$ cat config.mk
export PLATFORM = sky130hd
export DESIGN_NAME = bdp_datapath
export DESIGN_NICKNAME = d
export VERILOG_FILES = /design/src/rtl/bdp_pkg.sv /design/src/rtl/bdp_regfile.sv /design/src/rtl/bdp_src_mux.sv /design/src/rtl/bdp_dst_dec.sv /design/src/rtl/bdp_alu.sv /design/src/rtl/bdp_datapath.sv
export SDC_FILE = /design/constraint.sdc
export NUM_CORES = 1
export LEC_CHECK = 0
export BUFFER_PORTS_ARGS = -buffer_cell sky130_fd_sc_hd__buf_2
export CORE_AREA = 4 4 110 91
export DETAILED_ROUTE_END_ITERATION = 16
export DIE_AREA = 0 0 114 95
export GPL_TIMING_DRIVEN = 0
export PLACE_DENSITY = 0.73
export SYNTH_ARGS = -nofsm -noshare
export SYNTH_HDL_FRONTEND = slang
export SYNTH_SLANG_ARGS = --single-unit
$ cat constraint.sdc
create_clock -name clk -period 4.4 [get_ports clk]
set_clock_uncertainty 0.2 [all_clocks]
set_input_delay 0.66 -clock clk [delete_from_list [all_inputs] [get_ports clk]]
set_output_delay 0.66 -clock clk [all_outputs]
set_load 0.005 [all_outputs]
$ cat src/rtl/bdp_pkg.sv
package bdp_pkg;

  localparam int OP_W = 5;

  typedef enum logic [OP_W-1:0] {
    OP_TSFA = 5'b00000,
    OP_INCA = 5'b00001,
    OP_ADD  = 5'b00010,
    OP_SUB  = 5'b00101,
    OP_DECA = 5'b00110,
    OP_AND  = 5'b01000,
    OP_OR   = 5'b01010,
    OP_XOR  = 5'b01100,
    OP_COMA = 5'b01110,
    OP_SHRA = 5'b10000,
    OP_SHLA = 5'b11000
  } alu_op_e;

endpackage

$ cat src/rtl/bdp_regfile.sv
module bdp_regfile #(
  parameter int DATA_W = 8,
  parameter int NREG   = 7
) (
  input  logic                         clk,
  input  logic                         rst,
  input  logic [NREG-1:0]              wr_en,
  input  logic [DATA_W-1:0]            wr_data,
  output logic [NREG-1:0][DATA_W-1:0]  q
);

  for (genvar i = 0; i < NREG; i++) begin : g_reg
    always_ff @(posedge clk) begin
      if (rst) begin
        q[i] <= '0;
      end else if (wr_en[i]) begin
        q[i] <= wr_data;
      end
    end
  end

endmodule

$ cat src/rtl/bdp_src_mux.sv
module bdp_src_mux #(
  parameter int DATA_W = 8,
  parameter int NREG   = 7,
  parameter int SEL_W  = 3
) (
  input  logic [SEL_W-1:0]             sel,
  input  logic [DATA_W-1:0]            ext,
  input  logic [NREG-1:0][DATA_W-1:0]  regs,
  output logic [DATA_W-1:0]            bus
);

  always_comb begin
    bus = ext;
    for (int i = 1; i <= NREG; i++) begin
      if (sel == SEL_W'(i)) begin
        bus = regs[i-1];
      end
    end
  end

endmodule

$ cat src/rtl/bdp_dst_dec.sv
module bdp_dst_dec #(
  parameter int NREG  = 7,
  parameter int SEL_W = 3
) (
  input  logic              en,
  input  logic [SEL_W-1:0]  sel,
  output logic [NREG-1:0]   hot
);

  for (genvar i = 0; i < NREG; i++) begin : g_dec
    assign hot[i] = en && (sel == SEL_W'(i + 1));
  end

endmodule

$ cat src/rtl/bdp_alu.sv
module bdp_alu
  import bdp_pkg::*;
#(
  parameter int DATA_W = 8
) (
  input  logic [OP_W-1:0]    op,
  input  logic [DATA_W-1:0]  a,
  input  logic [DATA_W-1:0]  b,
  output logic [DATA_W-1:0]  y
);

  localparam logic [DATA_W-1:0] ONE = DATA_W'(1);

  always_comb begin
    case (op)
      OP_TSFA: y = a;
      OP_INCA: y = a + ONE;
      OP_ADD:  y = a + b;
      OP_SUB:  y = a - b;
      OP_DECA: y = a - ONE;
      OP_AND:  y = a & b;
      OP_OR:   y = a | b;
      OP_XOR:  y = a ^ b;
      OP_COMA: y = ~a;
      OP_SHRA: y = {a[DATA_W-1], a[DATA_W-1:1]};
      OP_SHLA: y = {a[DATA_W-2:0], 1'b0};
      default: y = a;
    endcase
  end

endmodule

$ cat src/rtl/bdp_datapath.sv
module bdp_datapath
  import bdp_pkg::*;
#(
  parameter int DATA_W = 8,
  parameter int NREG   = 7,
  parameter int SEL_W  = $clog2(NREG + 1),
  parameter int CW     = 3 * SEL_W + OP_W
) (
  input  logic               clk,
  input  logic               rst,
  input  logic               we,
  input  logic [CW-1:0]      ctrl,
  input  logic [DATA_W-1:0]  din,
  output logic [DATA_W-1:0]  dout
);

  localparam int A_HI = CW - 1;
  localparam int B_HI = CW - 1 - SEL_W;
  localparam int D_HI = CW - 1 - 2 * SEL_W;

  logic [SEL_W-1:0]             sel_a, sel_b, sel_d;
  logic [OP_W-1:0]              op;
  logic [NREG-1:0][DATA_W-1:0]  regs;
  logic [DATA_W-1:0]            bus_a, bus_b, result;
  logic [NREG-1:0]              wr_hot;

  assign sel_a = ctrl[A_HI -: SEL_W];
  assign sel_b = ctrl[B_HI -: SEL_W];
  assign sel_d = ctrl[D_HI -: SEL_W];
  assign op    = ctrl[OP_W-1:0];

  bdp_regfile #(.DATA_W(DATA_W), .NREG(NREG)) u_rf (
    .clk(clk), .rst(rst), .wr_en(wr_hot), .wr_data(result), .q(regs)
  );

  bdp_src_mux #(.DATA_W(DATA_W), .NREG(NREG), .SEL_W(SEL_W)) u_mux_a (
    .sel(sel_a), .ext(din), .regs(regs), .bus(bus_a)
  );

  bdp_src_mux #(.DATA_W(DATA_W), .NREG(NREG), .SEL_W(SEL_W)) u_mux_b (
    .sel(sel_b), .ext(din), .regs(regs), .bus(bus_b)
  );

  bdp_alu #(.DATA_W(DATA_W)) u_alu (
    .op(op), .a(bus_a), .b(bus_b), .y(result)
  );

  bdp_dst_dec #(.NREG(NREG), .SEL_W(SEL_W)) u_dec (
    .en(we), .sel(sel_d), .hot(wr_hot)
  );

  always_ff @(posedge clk) begin
    if (rst) begin
      dout <= '0;
    end else begin
      dout <= result;
    end
  end

endmodule

* Word level (Yosys, flattened, before mapping)
Cells that the tools add are included.
** Storage, ports and cells
- Bits in registers :: 64
- Latch bits :: 0
- RAM bits :: 0
- Bits in read-only memories :: 0
- Input port bits :: 25
- Output and inout bits :: 8
- Word-level logic and storage cells :: 69
- Memories kept :: 0
** Cells by class
- $add $sub $neg :: 4
- $mul :: 0
- Div/mod/pow operators :: 0
- $lt $le $gt $ge :: 0
- Equal/unequal tests :: 31
- Shifts and indexed selects :: 0
- Multiplexer cells :: 15
- Bitwise gates (word level) :: 4
- Reductions and logical operators :: 7
** Operators by type and width (count)
- $mux W8 :: 14
- $pmux W8 S10 :: 1
- $eq A3 B3 Y1 const B :: 12
- $eq A5 B4 Y1 const B :: 4
- $eq A3 B2 Y1 const B :: 6
- $eq A5 B3 Y1 const B :: 2
- $eq A5 B5 Y1 const B :: 2
- $eq A3 B1 Y1 const B :: 3
- $add A8 B1 Y8 const B :: 1
- $add A8 B8 Y8 :: 1
- $and A8 B8 Y8 :: 1
- $not A8 Y8 :: 1
- $or A8 B8 Y8 :: 1
- $sub A8 B1 Y8 const B :: 1
- $sub A8 B8 Y8 :: 1
- $xor A8 B8 Y8 :: 1
- $logic_and A1 B1 Y1 :: 7
- $eq A5 B1 Y1 const B :: 1
- $eq A5 B2 Y1 const B :: 1

* Logic depth before layout (Yosys ltp)
Gate-level depths: netlist (run 1).
- Word-level depth :: 10
- Gate-level depth with buffers :: 19
- Depth with buffers taken out :: 17

* Cells and area by module
From an unflattened synthesis (run 1), not the netlist that was laid out.
** Second synthesis, totals
- Cell total of the unflattened synthesis :: 570
- Area total of the unflattened synthesis :: 5227.5 um^2
** Modules (own cells, without submodules)
- bdp_regfile :: instances 1, cells an instance 181, area an instance 2167.1 um^2, seq. area each 1121.1 um^2
- bdp_alu :: instances 1, cells an instance 222, area an instance 1512.7 um^2, seq. area each 0.0 um^2
- bdp_src_mux :: instances 2, cells an instance 72, area an instance 628.1 um^2, seq. area each 0.0 um^2
- bdp_datapath :: instances 1, cells an instance 16, area an instance 210.2 um^2, seq. area each 160.2 um^2
- bdp_dst_dec :: instances 1, cells an instance 7, area an instance 81.3 um^2, seq. area each 0.0 um^2

* Worst setup path after synthesis (run 1)
No wires, ideal clock.
- Path type :: input-to-reg
- From :: input port ctrl[8]
- To :: register u_rf.q[31] (netlist bit)
- Library setup time :: 0.151 ns
- Data arrival time :: 4.325 ns
- Data required time :: 4.049 ns
- Setup slack :: -0.275 ns
- Stages :: 16
- Path buffers :: 2
- Cell sequence :: buf_6 > inv_1 > buf_1 > o211ai_1 > o21ai_1 > ha_1 > a221oi_1 > ha_1 > nor2b_1 > o2111ai_1 > a21oi_1 > or3_4 > and3_1 > o211a_2 > nor4b_4 > a211oi_1
** Between the ends
- Cells in the longest elaborated chain, start to end :: 10
- Elaborated cells on any way between the ends :: 20
- Those cells by class :: 2 x add/sub; 7 x eq/ne; 8 x mux; 3 x bitwise
** RTL lines
- start: declaration :: line bdp_datapath.sv:12 : input logic [CW-1:0] ctrl,
- $eq A3 B1 Y1 :: line bdp_src_mux.sv:15 : if (sel == SEL_W'(i)) begin
- $mux W8 (6 in series) :: line bdp_src_mux.sv:15
- $mux W8 * :: line bdp_src_mux.sv:15
- $sub A8 B8 Y8, or another cell as far along :: line bdp_alu.sv:19 : OP_SUB: y = a - b;
- $pmux W8 S10 * :: line bdp_alu.sv:15 : case (op)
- end signal: indexed assignment :: line bdp_regfile.sv:17 : q[i] <= wr_data;
- end: declaration :: line bdp_regfile.sv:9 : output logic [NREG-1:0][DATA_W-1:0] q
Mark *: on every way between the ends. The rest lies on a longest branch, timed or not.
A chain may end at the register's enable or synchronous reset.

* Worst setup path after layout (run 1)
- From :: input port ctrl[9]
- To :: register u_rf.q[47] (netlist bit)
The elaborated chain is that of the path after synthesis.

==> out/metrics.yaml, run 1 <==
sta:
  max-slew-margin-rel_pct: 10.95
  min_period_over_period_pct: 99.68
  setup_tns_ns: 0
  max_freq_mhz: 228.0
  worst_pin_slew_ns: 1.331
  setup_ws_ns: 0.01398
  setup_viol: 0
  period_minus_slack_ns: 4.386
  whs_ns: 0.2829
  hold_violations: 0
  slew_violations: 0
  rsz0062_at_grt: "yes"
power:
  switching_share_pct: 31.19
  peakVddDrop_mv: 0.3090
  p_sw_mw: 0.5341
  internal-power_mw: 1.178
  combPwrFrac_pct: 25.6
  p_leak_nw: 2.366
  total_power_mw: 1.712
  power_frac_seq_pct: 35.7
  powerDensity_nw_per_um2: 285.7
  power_frac_clock_pct: 38.7
global_routing:
  overflow: 0
  track_usage_pct: 32.18
  grt_pass1_wl_um: 26810
  antenna_found_initial: 0
  grt_max_degree: 11
  grt_pass1_vias: 4884
yosys:
  synth_warnings: 0
  synth_area_leader_cell: "dfxtp_1"
  syn_area_per_cell_um2: 8.145
  ys_seq_area_share_pct: 26.04
  ys_types: 73
  async_flop_share_pct: 0
  synthFlopType: "dfxtp_1"
  synthesis.area_um2: 4920
  synthTopCellsByArea: "dfxtp_1, mux2i_1, nand2_1"
  netlist_instances: 604
  synth_nets: 653
  yosysTopAreaCellShare_pct: 26.04
  synth-seq-cells: 64
  synth-edff-count: 0
worst_setup_path:
  reg2reg_from: "u_rf.q[41]$_SDFFE_PP0P_"
  critPathLaunch: "ctrl[9]"
  critPathKind: "in2reg"
  crit_top_cell: "buf_4"
  cp_data_arrival_time_ns: 4.35
  slowest_stage: "mux4_2"
  critPathMaxFanout: 8
  slowest_delay_ns: 0.56
  critPathLaunchType: "input port"
  cp.required_ns: 4.37
  crit_chain: "buf_4 -> buf_8 -> mux4_2 -> a21oi_4 -> buf_4 -> nand3_4 -> buf_4 -> o211ai_1 -> o31ai_1 -> a21oi_1 -> ha_1 -> nand2_1 -> a21oi_2 -> or3_4 -> and3_4 -> o211a_4 -> nor4b_4 -> buf_6 -> a211oi_1"
  cp-end-kind: "flop"
floorplan:
  die-area_um2: 10830
  core-area_um2: 8921
  die_y_um: 95
  die-width_um: 114
  start_util_pct: 55.15
  pin_count: 33
  num_rows: 31
finish:
  drive_gt1_share_pct: 22.26
  diodes: 0
  syn_to_final_growth_pct: 21.82
  n_fill_cell: 730
  finish.instance_area_um2: 5993
  nNetsFinal: 710
routing:
  wl_per_cell_um: 21.81
  top_layer_used: "met4"
  wirelength_um: 17010
  met1_length_um: 7163
  met3_length_um: 2004
  ant_nets: 0
  drtIter0Drc: 653
  vias: 5138
  drc: 0
  viasPerCell: 6.587
  met2RoutedLength_um: 7321
  drt-pass1-iter-count: 5
place:
  globalplace.congestion: 0.9744
  dpl_cell_area_um2: 5336
  pre_cts_ws_ns: -0.8193
  dpl.hpwl_um: 11990
  port_buffers: 25
clock_network:
  cts_made_buffers: 9
  cts.sinks: 64
  clock_path_buffers: 2
  cts_tree: "yes"
  hold_buffers: 0
  htreeDepth: 3
  clkLatencyLatePin_ns: 0.34
  root_buffer: "clkbuf_16"
  clk_pin_slew_worst_paths_ns: 0.05
min_path:
  hold_path.class: "reg2reg"
  worstHoldStart: "u_rf.q[19]$_SDFFE_PP0P_"
flow_run:
  drv_cap: 0
outcome:
  status: "finished clean"
## worst paths after layout
check / slack, ns / to / cells past startpoint
worst max-delay path: 0.01 / u_rf.q[47]$_SDFFE_PP0P_ / 19
worst min-delay path: 0.28 / u_rf.q[19]$_SDFFE_PP0P_ / 2
worst max register to register: 0.18 / u_rf.q[47]$_SDFFE_PP0P_ / 18
worst min register to register: 0.28 / u_rf.q[19]$_SDFFE_PP0P_ / 2
## repair_timing
| item | CTS | global route |
|---|---|---|
| buffers inserted | 9 | 12 |
| pin swaps | 7 | 27 |
| endpoints found under the hold margin | 0 | 0 |
| resized for setup | 13 | 28 |
| endpoints found under the setup margin | 15 | 42 |
## final cells by class
type	count	area, um^2	area share (%)
Buffer	36	210.2	3.507
Sequential cell	64	1281	21.38
Inverter	27	105.1	1.754
Timing Repair Buffer	46	320.3	5.344
Tap cell	115	143.9	2.401
Clock buffer	12	256.5	4.280
Clock inverter	3	17.52	0.2923
Multi-Input combinational cell	477	3659	61.04
## worst max-delay path: cells and delay by family
kind	cells	cell delay, ns
buffers and inverters	5	0.79
adder cells (fa/ha/maj)	1	0.28
multiplexers	1	0.56
AND/OR/NAND/NOR	5	1.01
AO/OA/AOI/OAI	7	1.03
## flip-flops by register name, summed over array words and instances, names as in the netlist
name,flops
dout,8
u_rf.q,56
## synth_stat cells (all sizes together), types with 2 or more instances
cell,count
and3b,2
a32oi,3
mux4,10
xnor2,2
and2,7
nand2b,8
o21ai,30
o32a,3
o22ai,6
mux2i,45
a22oi,4
o31ai,6
a2bb2oi,4
a221oi,11
o221a,2
nor2,63
dfxtp,64
nor3,8
nor3b,2
xor2,3
a211oi,20
a31oi,2
a21o,4
nor2b,14
and3,2
nand3,7
buf,14
or3,3
a21oi,51
clkbuf,22
o41ai,2
inv,27
o31a,3
nand4,4
or2,2
o221ai,3
o21a,2
o211ai,7
nand2,84
ha,23
nor4b,2
mux2,9
## per-stage QoR
step,util [%],cells
6_report,67.18,780
5_1_grt,67.18,780
4_1_cts,64.38,768
3_5_place_dp,59.82,744
3_3_place_gp,59.82,744
2_1_floorplan,-,604
## layer usage
layer	vias up	GRT usage, %
met5	-	0
met4	0	12.86
li1	2311	-
met3	50	8.969
met2	321	47.22
met1	2456	44.59
## power by group through the flow
stage	sequential, mW	clock, mW	combinational [mW]
4_1_cts	0.611	0.658	0.394
2_1_floorplan	0.620	0	0.267
6_report	0.612	0.662	0.439
3_3_place_gp	0.622	0	0.364
5_1_grt	0.613	0.695	0.469
3_5_place_dp	0.623	0	0.372
## cell families (layout without fill, tap and decap cells)
family                   count (synthesis)  in the layout  synth area share, %
AO/OA/AOI/OAI                          171            171                24.57
XOR/XNOR                                 5              5               0.8903
adder cells (fa/ha/maj)                 24             24                6.256
buffers and inverters                   63            124                5.748
flip-flops                              64             64                26.04
multiplexers                            64             64                15.79
AND/OR/NAND/NOR                        213            213                20.70
## cell usage in the layout, fill, tap and decap left out, drive strengths merged, types with 3 or more instances in the layout
| cell type | instances |
|---|---|
| nand3 | 7 |
| or3 | 3 |
| o31ai | 6 |
| mux2 | 9 |
| mux4 | 10 |
| nor2 | 63 |
| a21o | 4 |
| o211ai | 7 |
| and2 | 7 |
| nor2b | 14 |
| xor2 | 3 |
| o221ai | 3 |
| o22ai | 6 |
| a32oi | 3 |
| o31a | 3 |
| buf | 60 |
| a221oi | 11 |
| a2bb2oi | 4 |
| o21ai | 30 |
| nand2 | 84 |
| mux2i | 45 |
| nor3 | 8 |
| a211oi | 20 |
| a21oi | 51 |
| dfxtp | 64 |
| ha | 23 |
| inv | 26 |
| o32a | 3 |
| a22oi | 4 |
| nand4 | 4 |
| nand2b | 8 |
| clkbuf | 34 |
No activity file was read; power rests on OpenSTA's default activity.
==> inputs of run 2 (changes only) <==
Settings changed: SETUP_SLACK_MARGIN from default to 0.3.
==> out/metrics.yaml, run 2 (synthesis results as in run 1) <==
outcome:
  status: "finished clean"
worst_setup_path:
  cp.required_ns: 4.36
  critPathKind: "in2reg"
  cp_data_arrival_time_ns: 4.30
  critPathMaxFanout: 8
  slowest_stage: "or3_4"
  crit_chain: "buf_12 -> buf_8 -> mux2_4 -> a21oi_2 -> o22ai_2 -> a21oi_4 -> ha_4 -> nand2_4 -> nor3_4 -> mux2_4 -> a21oi_4 -> ha_4 -> a21o_1 -> or3_4 -> and3_4 -> o211a_4 -> nor4b_4 -> buf_6 -> a211oi_1"
  critPathLaunchType: "input port"
  cp-end-kind: "flop"
  slowest_delay_ns: 0.40
flow_run:
  drv_cap: 0
global_routing:
  grt_pass1_vias: 4842
  overflow: 0
  grt_pass1_wl_um: 26120
  antenna_found_initial: 0
  grt_max_degree: 11
  track_usage_pct: 31.61
routing:
  ant_nets: 0
  wirelength_um: 17290
  drc: 0
  drtIter0Drc: 597
  drt-pass1-iter-count: 6
  wl_per_cell_um: 21.88
  viasPerCell: 6.494
  vias: 5130
finish:
  syn_to_final_growth_pct: 26.04
  final_common_cell: "nand2_1"
  largest_register_ffs: 56
  nNetsFinal: 719
  n_fill_cell: 686
  final_cell_mix: "nand2_1, dfxtp_1, nor2_1"
  drive_gt1_share_pct: 26.07
  finalNonFillerCells: 790
  diodes: 0
  multi_input_area_um2: 3755
  reg.largest.list: "u_rf.q: 56 flops, dout: 8 flops"
  register_area_um2: 1281
  regMostFlops: "u_rf.q"
clock_network:
  htreeDepth: 3
  clock_path_buffers: 2
  cts.sinks: 64
  root_buffer: "clkbuf_16"
  cts_tree: "yes"
  clkLatencyLatePin_ns: 0.34
  clk_pin_slew_worst_paths_ns: 0.05
  cts_made_buffers: 9
power:
  peakVddDrop_mv: 0.2821
  powerDensity_nw_per_um2: 290.4
  p_leak_nw: 2.422
  total_power_mw: 1.801
sta:
  min_period_over_period_pct: 98.60
  worst_pin_slew_ns: 1.270
  max-slew-margin-rel_pct: 15.00
  setup_viol: 0
  hold_violations: 0
  rsz0062_at_grt: "yes"
  max_freq_mhz: 230.5
  slew_violations: 0
  period_minus_slack_ns: 4.338
  setup_ws_ns: 0.06172
floorplan:
  start_util_pct: 55.15
  num_rows: 31
  die_y_um: 95
  die-area_um2: 10830
  die-width_um: 114
  core-area_um2: 8921
  pin_count: 33
min_path:
  hold_path.class: "reg2reg"
place:
  place_inst: 744
  globalplace.congestion: 0.9655
  pre_cts_ws_ns: -0.7953
  dpl.hpwl_um: 12070
  port_buffers: 25
## run 2: through the flow
step	instance area [um^2]	TNS [ns]	hold slack [ns]	util, %
5_1_grt	6201	-0.3164	0.2918	69.51
4_1_cts	5941	0	0.2696	66.59
3_5_place_dp	5336	-14.13	0.2627	59.82
2_1_floorplan	5067	-0.07450	0.2441	-
6_report	6201	0	0.2744	69.51
3_3_place_gp	5336	-11.70	0.2565	59.82
## run 2: timing repair
item	4_1_cts	5_1_grt
resized for setup	35	38
buffers inserted	19	11
hold buffers	0	0
setup endpoints to repair	43	46
pin swaps	16	30
## run 2: where the power goes
part           leakage (nW)  switching (mW)  internal (mW)  total (mW)
Sequential            0.519          0.0129          0.599       0.612
Combinational          1.75           0.274          0.187       0.461
Clock                 0.150           0.260          0.468       0.727
Total                  2.42           0.547           1.25        1.80
## run 2: worst max-delay path: cells and delay by family
family / cells / cell delay [ns]
AO/OA/AOI/OAI: 7 / 1.17
adder cells (fa/ha/maj): 2 / 0.40
buffers and inverters: 3 / 0.41
multiplexers: 2 / 0.62
AND/OR/NAND/NOR: 5 / 1.01
## run 2: metal layers
metal | up-vias | share of wire (%) | global-route usage [%] | routed length, um
li1 | 2337 | - | - | -
met2 | 318 | 43 | 45.57 | 7369
met3 | 39 | 13 | 10.70 | 2164
met5 | - | 0 | 0 | 0
met4 | 0 | 2.3 | 11.08 | 394
met1 | 2436 | 43 | 43.91 | 7358
## run 2: path summary, 6_finish.rpt
path	startpoint	to	slack, ns	cells after the start
worst min register to register	u_rf.q[22]$_SDFFE_PP0P_	u_rf.q[22]$_SDFFE_PP0P_	0.27	2
worst max register to register	u_rf.q[41]$_SDFFE_PP0P_	u_rf.q[39]$_SDFFE_PP0P_	0.18	16
worst min-delay path	u_rf.q[22]$_SDFFE_PP0P_	u_rf.q[22]$_SDFFE_PP0P_	0.27	2
worst max-delay path	ctrl[9]	u_rf.q[39]$_SDFFE_PP0P_	0.06	19
## run 2: final cells by class
type	count	area share, %
flip-flops and latches	64	20.66
clock buffers	13	4.197
multi-input cells	477	60.55
plain buffers	36	3.410
inverters	27	1.695
well taps	115	2.320
clock inverters	3	0.6457
repair buffers	55	6.517
